<file path="config.mk">
export PLATFORM = sky130hd
export DESIGN_NAME = pin_takeover_detector
export DESIGN_NICKNAME = d
export VERILOG_FILES = /design/src/rtl/takeover_pkg.sv /design/src/rtl/pin_deglitch.sv /design/src/rtl/step_timer.sv /design/src/rtl/takeover_fsm.sv /design/src/rtl/pin_takeover_detector.sv
export SDC_FILE = /design/constraint.sdc
export NUM_CORES = 1
export LEC_CHECK = 0
export ABC_CLOCK_PERIOD_IN_PS = 9500
export BUFFER_PORTS_ARGS = -buffer_cell sky130_fd_sc_hd__clkbuf_2
export CAP_MARGIN = 20
export CORE_MARGIN = 10
export CORE_UTILIZATION = 44
export CTS_CLUSTER_SIZE = 24
export DETAILED_ROUTE_END_ITERATION = 7
export SETUP_SLACK_MARGIN = 0.3
export SLEW_MARGIN = 20
export SYNTH_ARGS = -nofsm -noshare
export SYNTH_HDL_FRONTEND = slang
export SYNTH_SLANG_ARGS = --single-unit
</file>
<file path="constraint.sdc">
create_clock -name clk -period 9.5 [get_ports clk]
set_input_delay 0.475 -clock clk [delete_from_list [all_inputs] [get_ports clk]]
set_output_delay 0.475 -clock clk [all_outputs]
set_load 0.02 [all_outputs]
</file>
<file path="src/rtl/takeover_pkg.sv">
package takeover_pkg;
  typedef enum logic [2:0] {
    ST_IDLE,
    ST_STEP1,
    ST_STEP2,
    ST_STEP3,
    ST_STEP4,
    ST_LINK
  } tko_state_e;

  // {positive pin, negative pin} level expected in each step
  localparam logic [1:0] PAT_S1 = 2'b11;
  localparam logic [1:0] PAT_S2 = 2'b01;
  localparam logic [1:0] PAT_S3 = 2'b00;
  localparam logic [1:0] PAT_S4 = 2'b10;
endpackage

</file>
<file path="src/rtl/pin_deglitch.sv">
module pin_deglitch #(
  parameter int SYNC_STAGES = 2,
  parameter int FILT_LEN    = 3
) (
  input  logic clk,
  input  logic rst_n,
  input  logic pin_i,
  output logic level_o
);
  localparam int FW = (FILT_LEN > 1) ? $clog2(FILT_LEN) : 1;
  localparam logic [FW-1:0] RUN_LAST = FW'(FILT_LEN - 1);

  logic [SYNC_STAGES-1:0] sync_q;
  logic [FW-1:0]          run_q;
  logic                   level_q;
  logic                   sampled;

  always_ff @(posedge clk or negedge rst_n) begin
    if (!rst_n) sync_q <= '0;
    else        sync_q <= {sync_q[SYNC_STAGES-2:0], pin_i};
  end

  assign sampled = sync_q[SYNC_STAGES-1];

  // level follows the synchronized pin only after FILT_LEN equal samples
  always_ff @(posedge clk or negedge rst_n) begin
    if (!rst_n) begin
      run_q   <= '0;
      level_q <= 1'b0;
    end else if (sampled == level_q) begin
      run_q <= '0;
    end else if (run_q == RUN_LAST) begin
      run_q   <= '0;
      level_q <= sampled;
    end else begin
      run_q <= run_q + FW'(1);
    end
  end

  assign level_o = level_q;

  // a filtered edge always moves toward the synchronized level
  a_r8_edge_follows_sample: assert property (@(posedge clk) disable iff (!rst_n)
    !$stable(level_q) |-> (level_q == $past(sampled)));
endmodule

</file>
<file path="src/rtl/step_timer.sv">
module step_timer #(
  parameter int CNT_W = 8
) (
  input  logic             clk,
  input  logic             rst_n,
  input  logic             restart_i,
  input  logic             capture_i,
  output logic [CNT_W-1:0] len_o,
  output logic [CNT_W-1:0] base_o,
  output logic [CNT_W-1:0] lo_o,
  output logic [CNT_W-1:0] hi_o
);
  localparam logic [CNT_W-1:0] TEN = CNT_W'(10);
  localparam logic [CNT_W-1:0] TOP = '1;

  logic [CNT_W-1:0] len_q;
  logic [CNT_W-1:0] base_q;
  logic [CNT_W-1:0] tenth;

  always_ff @(posedge clk or negedge rst_n) begin
    if (!rst_n)              len_q <= '0;
    else if (restart_i)      len_q <= CNT_W'(1);
    else if (len_q != TOP)   len_q <= len_q + CNT_W'(1);
  end

  always_ff @(posedge clk or negedge rst_n) begin
    if (!rst_n)         base_q <= '0;
    else if (capture_i) base_q <= len_q;
  end

  assign tenth  = base_q / TEN;
  assign len_o  = len_q;
  assign base_o = base_q;
  assign lo_o   = base_q - tenth;
  assign hi_o   = base_q + tenth;

  // length restarts at one on every new pattern
  a_r4_restart_one: assert property (@(posedge clk) disable iff (!rst_n)
    restart_i |=> (len_q == CNT_W'(1)));
endmodule

</file>
<file path="src/rtl/takeover_fsm.sv">
module takeover_fsm
  import takeover_pkg::*;
#(
  parameter int CNT_W  = 8,
  parameter int T1_MIN = 40,
  parameter int T1_MAX = 200
) (
  input  logic             clk,
  input  logic             rst_n,
  input  logic [1:0]       pat_i,
  input  logic [CNT_W-1:0] len_i,
  input  logic [CNT_W-1:0] base_i,
  input  logic [CNT_W-1:0] lo_i,
  input  logic [CNT_W-1:0] hi_i,
  output logic             restart_o,
  output logic             capture_o,
  output logic             drv_en_o,
  output logic             link_on_o
);
  localparam logic [CNT_W-1:0] MIN_L = CNT_W'(T1_MIN);
  localparam logic [CNT_W-1:0] MAX_L = CNT_W'(T1_MAX);

  tko_state_e state_q, state_d;
  logic [1:0] pat_q;
  logic       chg;
  logic       in_win;
  logic       link_q, drv_q;

  always_ff @(posedge clk or negedge rst_n) begin
    if (!rst_n) pat_q <= 2'b00;
    else        pat_q <= pat_i;
  end

  assign chg    = (pat_i != pat_q);
  assign in_win = (len_i >= lo_i) && (len_i <= hi_i);

  always_comb begin
    state_d   = state_q;
    restart_o = chg;
    capture_o = 1'b0;
    case (state_q)
      ST_IDLE:
        if (chg && pat_i == PAT_S1) state_d = ST_STEP1;
      ST_STEP1:
        if (chg) begin
          if (pat_i == PAT_S2 && len_i >= MIN_L && len_i <= MAX_L) begin
            state_d   = ST_STEP2;
            capture_o = 1'b1;
          end else begin
            state_d = ST_IDLE;
          end
        end else if (len_i >= MAX_L) begin
          state_d = ST_IDLE;
        end
      ST_STEP2:
        if (chg) state_d = (pat_i == PAT_S3 && in_win) ? ST_STEP3 : ST_IDLE;
        else if (len_i >= hi_i) state_d = ST_IDLE;
      ST_STEP3:
        if (chg) state_d = (pat_i == PAT_S4 && in_win) ? ST_STEP4 : ST_IDLE;
        else if (len_i >= hi_i) state_d = ST_IDLE;
      ST_STEP4:
        if (chg) state_d = in_win ? ST_LINK : ST_IDLE;
        else if (len_i >= hi_i) state_d = ST_LINK;
      ST_LINK:
        state_d = ST_LINK;
      default:
        state_d = ST_IDLE;
    endcase
  end

  always_ff @(posedge clk or negedge rst_n) begin
    if (!rst_n) begin
      state_q <= ST_IDLE;
      link_q  <= 1'b0;
      drv_q   <= 1'b1;
    end else begin
      state_q <= state_d;
      link_q  <= (state_d == ST_LINK);
      drv_q   <= (state_d != ST_LINK);
    end
  end

  assign drv_en_o  = drv_q;
  assign link_on_o = link_q;

  // handover is permanent until reset
  a_r7_link_sticky: assert property (@(posedge clk) disable iff (!rst_n)
    link_q |=> link_q);
  // drivers released on the very edge the link comes up
  a_r7_same_edge: assert property (@(posedge clk) disable iff (!rst_n)
    $rose(link_q) |-> $fell(drv_q));
  // a captured reference always lies inside the first-step limits
  a_r3_base_range: assert property (@(posedge clk) disable iff (!rst_n)
    (state_q == ST_STEP2) |-> (base_i >= MIN_L && base_i <= MAX_L));
  // steps two and three never run past their upper bound
  a_r5_no_overrun: assert property (@(posedge clk) disable iff (!rst_n)
    (state_q == ST_STEP2 || state_q == ST_STEP3) |-> (len_i <= hi_i));
  // step one never runs past its fixed limit
  a_r5_step1_cap: assert property (@(posedge clk) disable iff (!rst_n)
    (state_q == ST_STEP1) |-> (len_i <= MAX_L));
endmodule

</file>
<file path="src/rtl/pin_takeover_detector.sv">
module pin_takeover_detector #(
  parameter int SYNC_STAGES = 2,
  parameter int FILT_LEN    = 3,
  parameter int T1_MIN      = 25000,
  parameter int T1_MAX      = 200000
) (
  input  logic clk,
  input  logic rst_n,
  input  logic pin_p_i,
  input  logic pin_n_i,
  output logic drv_en_o,
  output logic link_on_o
);
  localparam int CNT_W = $clog2(T1_MAX + T1_MAX / 10 + 2);

  logic [1:0]       raw;
  logic [1:0]       pat;
  logic [CNT_W-1:0] len, base, lo, hi;
  logic             restart, capture;

  assign raw = {pin_p_i, pin_n_i};

  for (genvar i = 0; i < 2; i++) begin : g_pin
    pin_deglitch #(
      .SYNC_STAGES(SYNC_STAGES),
      .FILT_LEN   (FILT_LEN)
    ) u_dg (
      .clk    (clk),
      .rst_n  (rst_n),
      .pin_i  (raw[i]),
      .level_o(pat[i])
    );
  end

  step_timer #(.CNT_W(CNT_W)) u_timer (
    .clk      (clk),
    .rst_n    (rst_n),
    .restart_i(restart),
    .capture_i(capture),
    .len_o    (len),
    .base_o   (base),
    .lo_o     (lo),
    .hi_o     (hi)
  );

  takeover_fsm #(
    .CNT_W (CNT_W),
    .T1_MIN(T1_MIN),
    .T1_MAX(T1_MAX)
  ) u_fsm (
    .clk      (clk),
    .rst_n    (rst_n),
    .pat_i    (pat),
    .len_i    (len),
    .base_i   (base),
    .lo_i     (lo),
    .hi_i     (hi),
    .restart_o(restart),
    .capture_o(capture),
    .drv_en_o (drv_en_o),
    .link_on_o(link_on_o)
  );
endmodule

</file>
# Word-level counts from Yosys, hierarchy flattened

Index checks and enable logic that the tools add are counted.

Input bits: 4
Register bits after elaboration: 53

Muxes and demuxes: 22
Equal/unequal tests: 16
Bitwise operators: 2
Reduce and logical (&&, ||, !) cells: 11
Div/mod/pow operators: 1
Magnitude comparators: 6
Add/sub/neg operators: 5

Operators with widths:

| kind                  | number |
|---|---|
| $ge 18x18->1          | 2 |
| $mux 18               | 2 |
| $mux 3                | 10 |
| $add 18x1->18 const B | 1 |
| $add 18x18->18        | 1 |
| $div 18x4->18 const B | 1 |
| $ge 18x15->1 const B  | 1 |
| $ge 18x18->1 const B  | 1 |
| $le 18x18->1          | 1 |
| $le 18x18->1 const B  | 1 |
| $ne 18x18->1 const B  | 1 |
| $pmux 3 s6            | 1 |
| $sub 18x18->18        | 1 |
| $mux 2                | 6 |
| $eq 3x3->1 const B    | 3 |
| $eq 2x2->1 const B    | 4 |
| $eq 3x2->1 const B    | 2 |
| $logic_and 1x1->1     | 6 |
| $add 2x1->2 const B   | 2 |
| $reduce_and 2->1      | 2 |
| $eq 3x1->1 const B    | 1 |
| $logic_not 3->1       | 1 |
| $mux 1                | 3 |
| $ne 3x3->1 const B    | 1 |
| other kinds (6)       | 8 |

# Depth between registers and ports, before layout

Gate-level depths: netlist of the first run.

Depth in word-level cells: 9
Mapped depth: 53
Mapped depth without buffers: 49

# Hierarchy

Synthesis of the first run repeated with hierarchy kept, for this count alone.

Cell total of the unflattened synthesis: 890
Area total of the unflattened synthesis: 7013.0 um2

By module, submodules not included:

| module       | area an instance (um2) | times used | cells each |
|---|---|---|---|
| step_timer   | 5248.8                 | 1          | 693 |
| takeover_fsm | 1413.9                 | 1          | 177 |
| pin_deglitch | 175.2                  | 2          | 10 |

# Least setup slack after synthesis of the first run

Ideal clock, no wire load.

Kind: reg2reg
Start: reg u_timer.base_q[14], in the netlist u_timer.base_o[14]
End: reg u_fsm.link_q, in the netlist u_fsm.link_on_o
Data arrival time: 8.672 ns
Path buffers: 3
Stages on the path, launching flop included: 50
Slack: 0.701 ns
Path through: dfrtp_1 buf_6 or4b_1 o32ai_1 a21oi_2 nand2_4 inv_4 a211oi_2 o32ai_4 a211oi_4 mux2i_1 nor3_1 or2_1 buf_2 a32oi_1 o211a_1 nor2b_2 o22ai_2 [14 not listed] a21oi_1 nor2_1 o21a_1 nor2_1 o21bai_1 a21oi_1 nor2b_1 o21ai_0 xnor2_1 ha_1 nand4_1 o21ai_0 o41ai_1 o21ai_0 o21ai_0 o21ai_0 nor2_1 or2_2

Cells in the longest elaborated chain, start to end: 9
Elaborated cells on any way between the ends: 19
Those cells by class: add/sub (2); div (1); order compare (3); eq/ne (1); mux (9); reduce/logical (3)

RTL lines:

| element                                          | line                                   | text |
|---|---|---|
| start, declared                                  | step_timer.sv:17                       | `logic [CNT_W-1:0] base_q;` |
| start signal, assigned                           | step_timer.sv:28                       | `else if (capture_i) base_q <= len_q;` |
| $div 18x4->18                                    | step_timer.sv:31                       | `assign tenth = base_q / TEN;` |
| $sub 18x18->18 or $add 18x18->18 (tied branches) | step_timer.sv:34, step_timer.sv:35     |  |
| $ge 18x18->1 or $le 18x18->1 (tied branches)     | takeover_fsm.sv:35                     | `assign in_win = (len_i >= lo_i) && (len_i <= hi_i);` |
| $logic_and 1x1->1                                | takeover_fsm.sv:35                     |  |
| $logic_and 1x1->1 (on tied branches)             | takeover_fsm.sv:56, takeover_fsm.sv:59 |  |
| $mux 2 or $mux 3 (tied branches)                 | takeover_fsm.sv:56, takeover_fsm.sv:59 |  |
| $mux 3 (on tied branches)                        | takeover_fsm.sv:56, takeover_fsm.sv:59 |  |
| $pmux 3 s6 (*)                                   | takeover_fsm.sv:41                     | `case (state_q)` |
| $eq 3x3->1 (*)                                   | takeover_fsm.sv:78                     | `link_q <= (state_d == ST_LINK);` |
| end signal, assigned                             | takeover_fsm.sv:78                     |  |
| end, declared                                    | takeover_fsm.sv:27                     | `logic link_q, drv_q;` |

Every way passes the cells marked *; elsewhere a longest branch is shown, timed or not.
A chain may end at the register's enable or synchronous reset.

# Worst setup path in the final report of the first run

Start: reg u_timer.base_q[17], in the netlist u_timer.base_o[17]
End: reg u_fsm.link_q, in the netlist u_fsm.link_on_o

Same word-level chain as after synthesis.

==> run_results.csv, run 1 <==
group,metric,value,unit
run_status,status,"finished clean",
floorplan,fp.dieW,140.1,µm
worst_setup_path,r2r_start,"u_timer.base_o[17]$_DFFE_PN0P_",
synthesis,synth_compound_area_share,26.95,%
layout,nets,937,
global_routing,overflow,0,
synthesis,ys_ff_latch,53,
clock_tree,cts_sinks,53,
clock_tree,cts_tree,"done",
drt,wire_per_inst,16.48,µm
place,place_inst,969,
clock_tree,htree_levels,2,
synthesis,synth-simple-area-share,21.89,%
synthesis,synth_xor_area_share,7.861,%
synthesis,synth_nets,851,
synthesis,yosys-top-cells-count,"68 x ha_1, 68 x nor2_1, 61 x nand2_1, 56 x a21oi_1, 52 x dfrtp_1",
floorplan,core_area,13990,µm²
sta,rsz0062_at_grt,"true",
synthesis,ys_seq_area_share,20.90,%
synthesis,synth_cell_types,100,
worst_hold_path,hold_class,"in2async",
worst_setup_path,r2r-end,"u_fsm.link_on_o$_DFF_PN0_",
worst_setup_path,critPathSlowestCell,"dfrtp_2",
sta,clock.fmax,0.1111,GHz
power_and_ir_drop,power,0.6792,mW
drt,vias_per_cell,5.758,
floorplan,fp.dieArea,19640,µm²
place,io_buffers,5,
floorplan,initial_core_util,45.40,%
worst_setup_path,crit_required,9.69,ns
synthesis,syn-cell-area,6351,µm²
global_routing,first_global_vias,5755,
synthesis,synth_largest_area_cell,"dfrtp_1",
sta,drv_slew,0,
worst_setup_path,crit_type,"reg2reg",
synthesis,async_flop_share,100.0,%
global_routing,grt_start_max_net_pins,34,
synthesis,yosys-top-cells-area,"dfrtp_1 20%, ha_1 13%, xnor2_1 6.3%",
floorplan,die_h,140.1,µm
place,gp_congestion,0.8937,
layout,drive_above_1_share,29.05,%
synthesis,synth_top_family_by_area,"compound AO/OA/AOI/OAI gates",
sta,worst_pin_slew,0.7591,ns
layout,final_core_util,56.84,%
sta,fin_crit_sh,94.75,%
sta,skew,0.008809,ns
clock_tree,clock_path_buffers,2,
clock_tree,clock-root-buffer,"clkbuf_16",
synthesis,synthMuxAreaShare,2.187,%
clock_tree,clock_latency,0.30,ns
flow_run,drv_cap,0,
clock_tree,path_clk_slew,0.08,ns
synthesis,syn_avg_cell_area,8.174,µm²
floorplan,rows,43,
clock_tree,cts_made_buffers,5,
power_and_ir_drop,ir_drop,0.1491,mV
drt,drt_iter0_drc,378,
synthesis,syn_inst,777,
drt,ant_nets,0,
global_routing,grt_pass1_wl,27260,µm
sta,setup_viol,0,
layout,final-instance-count-excl-fill,1044,
global_routing,grt_usage,15.78,%
worst_setup_path,crit_top_cell,"a21o_1",
worst_setup_path,startpoint,"u_timer.base_o[17]$_DFFE_PN0P_",
drt,vias,6011,
power_and_ir_drop,leakage,3.354,nW
synthesis,synthAdderAreaFrac,14.36,%
power_and_ir_drop,power.density,85.42,nW/µm²
synthesis,synth_edf_count,0,
drt,remaining_drc_errors,0,
layout,fill_cells,1282,
sta,min_period,9.001,ns
worst_setup_path,worstPathMaxFanout,8,
worst_setup_path,cp_slowest_stage_delay,0.48,ns
layout,area_growth_syn_to_layout,25.20,%
drt,firstDrtPassIters,6,
synthesis,ys_warn_count,0,
sta,hold_violations,0,
sta,setup_tns,0,ns
layout,antenna_cells,0,
sta,slew-limit-headroom,49.27,%
worst_setup_path,r2r_setup_slack,0.50,ns
layout,multiInputGateArea,5157,µm²
worst_setup_path,r2r_cells,46,
place,hpwl,11730,µm
synthesis,ys.flop_type,"dfrtp_1",
floorplan,ios,6,
drt,finalWirelength,17200,µm
layout,register_area,1334,µm²
worst_setup_path,critPathArrivalTime,9.19,ns
worst_setup_path,end_kind,"flop",
synthesis,synth_top_area_share,20.49,%
worst_setup_path,cp-start-kind,"flop",
global_routing,antenna_found_initial,0,
-- critical path: cells and delay by family, from the launching register on --
kind	cells	cell delay [ns]
fa+ha+maj	2	0.58
xor+xnor	1	0.15
buf+inv	7	1.08
simple gates	7	1.12
flops	1	0.48
compound gates	29	5.48
-- worst max-delay path by stage --
stage / end / cells past startpoint
floorplan: u_fsm.link_on_o$_DFF_PN0_ / 49
finish: u_fsm.link_on_o$_DFF_PN0_ / 46
CTS: u_fsm.state_q[0]$_DFF_PN0_ / 54
global route: u_fsm.state_q[0]$_DFF_PN0_ / 53
detailed placement: u_fsm.state_q[0]$_DFF_PN0_ / 46
global placement: u_fsm.state_q[0]$_DFF_PN0_ / 46
-- per-stage QoR --
| stage | cell area [µm²] | setup WS (ns) | hold slack, ns |
|---|---|---|---|
| floorplan | 6351 | 0.7008 | 0.1794 |
| global placement | 6746 | -0.03232 | 0.3404 |
| detailed placement | 6746 | -0.1719 | 0.3441 |
| CTS | 7226 | 0.3005 | 0.1537 |
| global route | 7951 | 0.03108 | 0.1645 |
| finish | 7951 | 0.4987 | 0.1423 |
-- routing by layer --
metal / global-route usage, % / wire (µm)
met4: 2.935 / 226
met1: 20.66 / 7986
met3: 1.285 / 319
met5: 0 / 0
met2: 27.64 / 8670
-- cells in the final DEF, fill, tap and decap left out, types with 12 or more instances in the layout --
cell type,count
ha_1,66
o21bai_1,21
dfrtp_1,47
o21ai_0,34
nand2_1,58
nor3_1,13
a21oi_2,15
a21oi_1,40
buf_4,99
a21o_1,21
xnor2_1,44
nand3_1,26
inv_1,40
nand4_1,12
nor2_1,61
-- cells by family after synthesis --
kind of cell,Yosys count
buf+inv,85
simple gates,265
flops,53
compound gates,232
xor+xnor,57
mux,13
fa+ha+maj,72
-- report_power, final --
group | leakage (nW) | total (mW) | internal (mW) | switching, mW
registers | 0.702 | 0.276 | 0.249 | 0.0271
clock network | 0.0763 | 0.195 | 0.101 | 0.0937
logic | 2.58 | 0.209 | 0.0941 | 0.114
total | 3.35 | 0.679 | 0.444 | 0.235
-- layout make-up --
type | count | share of cell area (%)
multi-input combinational | 642 | 64.86
inverter | 47 | 2.376
tap | 180 | 2.832
clock inverter | 3 | 0.3619
timing repair buffer | 114 | 11.22
sequential | 53 | 16.77
clock buffer | 5 | 1.574
-- sequential cells by signal, indices dropped and copies added (netlist names) --
register / flops
g_pin.u_dg.level_o: 2
g_pin.u_dg.run_q: 4
g_pin.u_dg.sync_q: 4
u_fsm.drv_en_o: 1
u_fsm.link_on_o: 1
u_fsm.pat_q: 2
u_fsm.state_q: 3
u_timer.base_o: 18
u_timer.len_o: 18
-- timing repair --
action / in CTS / in global routing
gates cloned: 2 / 1
pin swaps: 14 / 69
endpoints found under the hold margin: 0 / 0
resized for setup: 42 / 80
buffers inserted: 14 / 50
hold buffers: 0 / 0
endpoints found under the setup margin: 5 / 5
No activity file was read; power rests on OpenSTA's default activity.
==> run 2, diff against run 1 <==
--- a/config.mk
+++ b/config.mk
@@ -5,13 +5,14 @@
 export SDC_FILE = /design/constraint.sdc
 export NUM_CORES = 1
 export LEC_CHECK = 0
-export ABC_CLOCK_PERIOD_IN_PS = 9500
+export ABC_CLOCK_PERIOD_IN_PS = 7200
 export BUFFER_PORTS_ARGS = -buffer_cell sky130_fd_sc_hd__clkbuf_2
 export CAP_MARGIN = 20
 export CORE_MARGIN = 10
-export CORE_UTILIZATION = 44
+export CORE_UTILIZATION = 50
 export CTS_CLUSTER_SIZE = 24
 export DETAILED_ROUTE_END_ITERATION = 7
+export PLACE_DENSITY = 0.68
 export SETUP_SLACK_MARGIN = 0.3
 export SLEW_MARGIN = 20
 export SYNTH_ARGS = -nofsm -noshare
==> constraint.sdc (replaced) <==
create_clock -name clk -period 7.2 [get_ports clk]
set_input_delay 0.36 -clock clk [delete_from_list [all_inputs] [get_ports clk]]
set_output_delay 0.36 -clock clk [all_outputs]
set_load 0.02 [all_outputs]
==> run_results.csv, run 2 (same netlist as run 1, synthesis figures left out) <==
group,metric,value,unit
run_status,status,"complete, but fails checks",
run_status,failed_checks,"negative setup slack",
floorplan,fp.dieW,132.7,µm
drt,vias,6562,
place,place_inst,1047,
clock_tree,cts_sinks,53,
global_routing,first_global_vias,6396,
worst_setup_path,end_kind,"flop",
global_routing,grt_pass1_wl,29400,µm
sta,setup_viol,5,
worst_setup_path,cp_num_buf_inv,3,
layout,antenna_cells,0,
floorplan,initial_core_util,50.74,%
drt,firstDrtPassIters,5,
clock_tree,clock_latency,0.30,ns
layout,drive_above_1_share,38.27,%
sta,fin_ws,-1.739,ns
global_routing,overflow,0,
worst_setup_path,crit_top_cell,"a21oi_2",
layout,area_growth_syn_to_layout,40.25,%
sta,min_period,8.939,ns
layout,final_core_util,71.16,%
global_routing,antenna_found_initial,0,
power_and_ir_drop,netSwitchingFraction,34.47,%
clock_tree,htree_levels,2,
worst_setup_path,cp-start-kind,"flop",
clock_tree,clock-root-buffer,"clkbuf_16",
layout,nets,1032,
clock_tree,cts_tree,"done",
layout,fill_cells,943,
sta,slew-limit-headroom,50.71,%
worst_setup_path,critPathSlowestCell,"dfrtp_2",
worst_setup_path,crit_required,7.38,ns
worst_setup_path,worstPathMaxFanout,8,
floorplan,fp.dieArea,17610,µm²
power_and_ir_drop,power.density,101.5,nW/µm²
sta,clock.fmax,0.1119,GHz
place,hpwl,12460,µm
power_and_ir_drop,power_frac_clock,28.9,%
layout,register_area,1335,µm²
sta,hold_violations,0,
sta,fin_crit_sh,124.2,%
power_and_ir_drop,power.internal,0.5924,mW
drt,remaining_drc_errors,0,
clock_tree,clock_path_buffers,2,
power_and_ir_drop,ir_drop,0.2298,mV
sta,rsz0062_at_grt,"true",
flow_run,drv_cap,0,
sta,worst_pin_slew,0.7376,ns
worst_setup_path,cp_slowest_stage_delay,0.43,ns
worst_hold_path,hold_class,"in2async",
sta,whs,0.05076,ns
layout,final_cell_mix,"184 x buf_4, 65 x ha_1, 63 x nor2_1",
worst_setup_path,critPathArrivalTime,9.12,ns
drt,vias_per_cell,5.802,
drt,wire_per_inst,16.65,µm
sta,skew,0.009885,ns
sta,drv_slew,0,
place,gp_congestion,0.8716,
drt,finalWirelength,18830,µm
layout,multiInputGateArea,5340,µm²
global_routing,grt_start_max_net_pins,31,
layout,layout_commonest_cell,"buf_4",
power_and_ir_drop,power,0.9040,mW
worst_setup_path,path_delay_family,"compound AO/OA/AOI/OAI gates",
layout,final-instance-count-excl-fill,1131,
floorplan,core_area,12520,µm²
drt,drt_iter0_drc,350,
floorplan,ios,6,
clock_tree,cts_made_buffers,5,
power_and_ir_drop,seqPwrFrac,40.4,%
worst_setup_path,crit_type,"reg2reg",
global_routing,grt_usage,19.17,%
power_and_ir_drop,leakage,3.901,nW
power_and_ir_drop,p_comb_share,30.7,%
place,io_buffers,5,
power_and_ir_drop,power.net_switching,0.3117,mW
drt,ant_nets,0,
floorplan,die_h,132.7,µm
floorplan,rows,41,
clock_tree,path_clk_slew,0.08,ns
## run 2: layer usage
| metal | global-route usage [%] | vias up | wire length (µm) |
|---|---|---|---|
| li1 | - | 3185 | - |
| met1 | 23.05 | 3210 | 7993 |
| met2 | 35.04 | 129 | 9910 |
| met3 | 2.385 | 38 | 555 |
| met4 | 4.890 | 0 | 375 |
| met5 | 0 | - | 0 |
## run 2: area by class of cell
class	instances	share of cell area [%]
Sequential cell	53	14.99
Clock buffer	5	1.405
Inverter	47	2.107
Timing Repair Buffer	211	18.81
Multi-Input combinational cell	640	59.95
Tap cell	172	2.416
Clock inverter	3	0.3231
## run 2: power by group through the flow
stage	logic, mW	registers (mW)	clock network [mW]
floorplan	0.206	0.355	0
global placement	0.264	0.368	0
detailed placement	0.272	0.370	0
CTS	0.277	0.365	0.263
global route	0.309	0.370	0.274
finish	0.278	0.365	0.261
## run 2: path summary, 6_finish.rpt
check                                                   from                                end  slack [ns]  cells after the start
min in group clk                                     pin_n_i  g_pin[0].u_dg.sync_q[0]$_DFF_PN0_        0.17                      1
max                           u_timer.base_o[16]$_DFFE_PN0P_          u_fsm.link_on_o$_DFF_PN0_       -1.74                     48
max in group asynchronous                              rst_n           u_fsm.drv_en_o$_DFF_PN1_        6.26                      2
min reg2reg                g_pin[0].u_dg.sync_q[0]$_DFF_PN0_  g_pin[0].u_dg.sync_q[1]$_DFF_PN0_        0.36                      0
min                                                    rst_n       u_timer.len_o[8]$_DFFE_PN0P_        0.05                      1
max reg2reg                   u_timer.base_o[16]$_DFFE_PN0P_          u_fsm.link_on_o$_DFF_PN0_       -1.74                     48
## run 2: through the flow
stage	area, µm²	setup WS, ns	TNS [ns]
after detailed placement	7622	-1.775	-8.412
after global routing	8907	-2.241	-10.87
final	8907	-1.739	-8.208
after floorplan	6608	-1.000	-4.374
after global placement	7622	-1.528	-7.230
after CTS	8526	-1.468	-7.067
## run 2: what timing repair did
item,4_1_cts,5_1_grt
setup endpoints to repair,5,5
buffers inserted,53,22
resized for setup,71,47
cloned,1,0
hold buffers,0,0
pin swaps,67,28
